## config.mk

```make
export PLATFORM = sky130hd
export DESIGN_NAME = modem_status_reg
export DESIGN_NICKNAME = d
export VERILOG_FILES = /design/src/rtl/modem_status_reg.sv
export SDC_FILE = /design/constraint.sdc
export NUM_CORES = 1
export LEC_CHECK = 0
export ABC_AREA = 1
export ABC_CLOCK_PERIOD_IN_PS = 800
export BUFFER_PORTS_ARGS = -buffer_cell sky130_fd_sc_hd__buf_4
export CORE_MARGIN = 4
export CORE_UTILIZATION = 41
export DETAILED_ROUTE_END_ITERATION = 6
export MAX_ROUTING_LAYER = met4
export PLACE_DENSITY = 0.75
export SYNTH_ARGS = -nofsm -noshare
export SYNTH_HDL_FRONTEND = slang
export SYNTH_SLANG_ARGS = --single-unit
```

## constraint.sdc

```tcl
create_clock -name clk -period 0.8 [get_ports clk]
set_input_delay 0.2 -clock clk [delete_from_list [all_inputs] [get_ports clk]]
set_output_delay 0.2 -clock clk [all_outputs]
set_load 0.005 [all_outputs]
```

## src/rtl/modem_status_reg.sv

```systemverilog
module modem_status_reg #(
  parameter int SYNC_STAGES = 2,
  parameter int NSIG        = 4,
  parameter int DW          = 8
) (
  input  logic            clk,
  input  logic            rst_n,
  input  logic [NSIG-1:0] modem_in_n,
  input  logic            loopback_en,
  input  logic [NSIG-1:0] mctl_q,
  input  logic            rd_en,
  input  logic            wr_en,
  input  logic [DW-1:0]   wdata,
  output logic [DW-1:0]   rdata,
  output logic [DW-1:0]   efc_q,
  input  logic            irq_en,
  output logic            irq
);
  localparam int RI = 2;

  logic [NSIG-1:0] sync_q [SYNC_STAGES];
  logic [NSIG-1:0] pin_lvl, loop_lvl, eff, eff_q, chg, set_v, delta_q;

  always_ff @(posedge clk or negedge rst_n) begin
    if (!rst_n) begin
      for (int i = 0; i < SYNC_STAGES; i++) sync_q[i] <= '1;
    end else begin
      sync_q[0] <= modem_in_n;
      for (int i = 1; i < SYNC_STAGES; i++) sync_q[i] <= sync_q[i-1];
    end
  end

  // order [3]=carrier [2]=ring [1]=data-set-ready [0]=clear-to-send
  assign pin_lvl  = ~sync_q[SYNC_STAGES-1];
  assign loop_lvl = {mctl_q[3], mctl_q[2], mctl_q[0], mctl_q[1]};
  assign eff      = loopback_en ? loop_lvl : pin_lvl;

  assign chg   = eff ^ eff_q;
  always_comb begin
    set_v     = chg;
    set_v[RI] = chg[RI] & eff_q[RI];
  end

  always_ff @(posedge clk or negedge rst_n) begin
    if (!rst_n) begin
      eff_q   <= '0;
      delta_q <= '0;
      efc_q   <= '0;
    end else begin
      eff_q   <= eff;
      delta_q <= (rd_en ? '0 : delta_q) | set_v;
      if (wr_en) efc_q <= wdata;
    end
  end

  assign rdata = {eff, delta_q};
  assign irq   = irq_en & (|delta_q);

  // a read with no change pending leaves all flags clear
  a_r6_read_clears: assert property (@(posedge clk) disable iff (!rst_n)
    (rd_en && eff == eff_q) |=> (rdata[3:0] == '0));
  // an edge coinciding with a read survives it
  a_r7_edge_wins: assert property (@(posedge clk) disable iff (!rst_n)
    (rd_en && chg[0]) |=> rdata[0]);
  // a rise of the ring level never sets its flag
  a_r5_ri_one_dir: assert property (@(posedge clk) disable iff (!rst_n)
    (!delta_q[RI] && !eff_q[RI] && eff[RI]) |=> !rdata[RI]);
  // interrupt follows enable and pending flags
  a_r8_irq_level: assert property (@(posedge clk) disable iff (!rst_n)
    (irq_en && rdata[3:0] != '0) |-> irq);
  a_r8_irq_quiet: assert property (@(posedge clk) disable iff (!rst_n)
    (rdata[3:0] == '0 || !irq_en) |-> !irq);
  // write captures data, flags unaffected without read
  a_r9_write: assert property (@(posedge clk) disable iff (!rst_n)
    wr_en |=> efc_q == $past(wdata));
  a_r9_no_clear: assert property (@(posedge clk) disable iff (!rst_n)
    (!rd_en && delta_q[0]) |=> rdata[0]);
endmodule

```

==> run metrics <==
worst vdd ir=1.270 mV; largest net degree at the start of global routing=25; Post-Syn Nets=~120; WP buf/inv=2; Antenna diodes=0; top sig layer=met4; fin worst setup slack=-0.5481 ns; Critical Path Fanout Max=2; fmax=0.7418 GHz; share of cells above drive strength 1=0.5390; endpoint class of the critical path=output pin; worst rel slew slack=0.8009; WL met3=92 um; CP delay by family, top=flip-flops; Wirelength per Cell=11.66 um; most frequent cells in the layout=28 x buf_4, 25 x buf_6, 23 x nand2_1; vias in the first global route=833; Synth top area share=0.4360; CTS root buffer=clkbuf_4; boundary pin count=39; GRT overflow=0; post-route design area=1563 um^2; commonest non-fill, non-tap cell in the layout=buf_4; GRT Overall Usage=0.1442; hold violation total from the final report=0; met1 WL=826 um; CP Class=reg2out; Critical Path Slowest Stage Cell=dfstp_2; CP most frequent cell=nand2_2; failing checks=setup timing; Worst-Skew Late Latency=0.30 ns; Row Count=16; initial antenna violation count=0; die area=3061 um^2; TritonCTS buffer count=3; H-Tree Depth=1; PortBufs=38; Initial Utilization=0.4498; critical path data required time=0.60 ns; initial drt markers=6; DRT Pass-1 Iters=4; Core Box Area=2042 um^2; Hold Crit Class=in2reg; maxcap violations=0; first-pass GRT wire length=3.498 mm; Mapped Area=between 900 and 1000 um^2; chip height=55.33 um; Worst Skew=0.003087 ns; hpwl dp=1.404 mm; number of nets in the layout=177; Yosys warnings=0; final period utilization=1.685; Via Count=795; CTS clk-pin slew, worst paths=0.13 ns; Tmin final=around 1.3 ns; Total Wirelength=2.111 mm; Max stage delay on crit path=0.57 ns; Routed Antenna Nets=0; Pwr Total=2.629 mW; P&R area growth vs syn=70.16%; Setup crit start kind=flop; Longest Clk Path Bufs=2; unrepaired setup endpoints after global routing=true; Area contributors post-synth=dfrtp_1 44%, dfstp_2 23%, nand2_1 12%; Slew Viols, Final=0; Arr. time, crit path=around 1.2 ns; sequential share of the synthesized area=0.6649; CTS tree=built; gate count after technology mapping=94; final setup fails=25; DP Area=1266 um^2; Sink Count=24; library cells used by synthesis=13; Leak=0.8077 nW; Synth Register Bits=24; status=complete, but fails checks; cells along the critical path=inv_2 -> nand2_2 -> nand2_2 -> buf_6; WL met2=1.157 mm; drc violations=0; gpl congestion=0.7417; Die Wd=approximately 55 um; Via density=around 4.4; Yosys top cell by area=dfrtp_1; actual slew at the worst max-slew pin=0.2987 ns; syn_area_per_cell=slightly below 10 um^2; PwrDens=roughly 1700 nW/um^2
synthesized netlist by cell type:
cell type / count
nand2_1: 30
dfrtp_1: 16
inv_1: 15
dfstp_2: 8
o21ai_0: 8
nand3_1: 7
nand3b_1: 3
nor2_1: 2
a21boi_0: 1
buf_2: 1
buf_6: 1
inv_2: 1
or2_1: 1
logic make-up (layout without fill, tap and decap cells):
family	after synthesis	count (layout)	share of synthesized area
and+or+nand+nor	43	43	0.2003
DFF	24	24	0.6648
buffers and inverters	18	78	0.08309
AOI/OAI and AO/OA	9	9	0.05178
sequential cells by signal (all words and copies together), names as in the netlist:
| name | flops |
|---|---|
| eff_q | 4 |
| efc_q | 8 |
| sync_q | 8 |
| delta_q | 4 |
cell type report:
class | count | area (um^2)
Timing Repair Buffer | 58 | 541.8
Fill cell | 132 | 479.2
Multi-Input combinational cell | 52 | 280.3
Clock buffer | 4 | 36.28
Sequential cell | 24 | 610.6
Tap cell | 27 | 33.78
Inverter | 16 | 60.06
power breakdown:
group          leakage, nW  total [mW]  internal [mW]  switching (mW)
Combinational        0.513       0.612          0.389           0.223
Sequential           0.274        1.39           1.33          0.0629
Clock               0.0210       0.627          0.278           0.349
final timing paths:
kind	start	endpoint	slack, ns	depth (start not counted)
worst max-delay path	sync_q[3]	rdata[7]	-0.55	4
worst min-delay path	wdata[5]	efc_q[5]	0.09	3
worst max register to register	sync_q[2]	delta_q[2]	-0.22	5
worst min register to register	sync_q[6]	sync_q[2]	0.37	0
max in group asynchronous	rst_n	sync_q[7]	0.20	2
min in group asynchronous	rst_n	eff_q[3]	0.32	2
tightest hold or removal path, stage by stage:
cell     delay [ns]
buf_4          0.07
nand2_1        0.04
o21ai_0        0.06
layer usage:
layer | up-vias | track usage
li1 | 409 | -
met1 | 364 | 0.1677
met2 | 18 | 0.2399
met3 | 4 | 0.03030
met4 | 0 | 0.06250
met5 | - | -
timing repair:
action                                  4_1_cts  5_1_grt
pin swaps                                     8        7
gates resized for setup                      30       17
endpoints found under the setup margin       25       26
hold buffers                                  5        0
setup buffers                                 8        6
endpoints found under the hold margin        20        0
metrics by stage:
step / worst slack [ns] / hold WS, ns / instances / util / setup TNS (ns)
finish: -0.5481 / 0.08928 / 181 / 0.7653 / -6.830
global route: -0.6190 / 0.07563 / 181 / 0.7653 / -7.921
CTS: -0.5750 / 0.07988 / 178 / 0.7328 / -6.897
detailed placement: -0.2221 / 0.1123 / 163 / 0.6201 / -1.127
global placement: -0.1992 / 0.1092 / 163 / 0.6201 / -0.9447
floorplan: -0.06519 / -0.09559 / 94 / - / -0.2454
(Power assumes the default switching activity.)
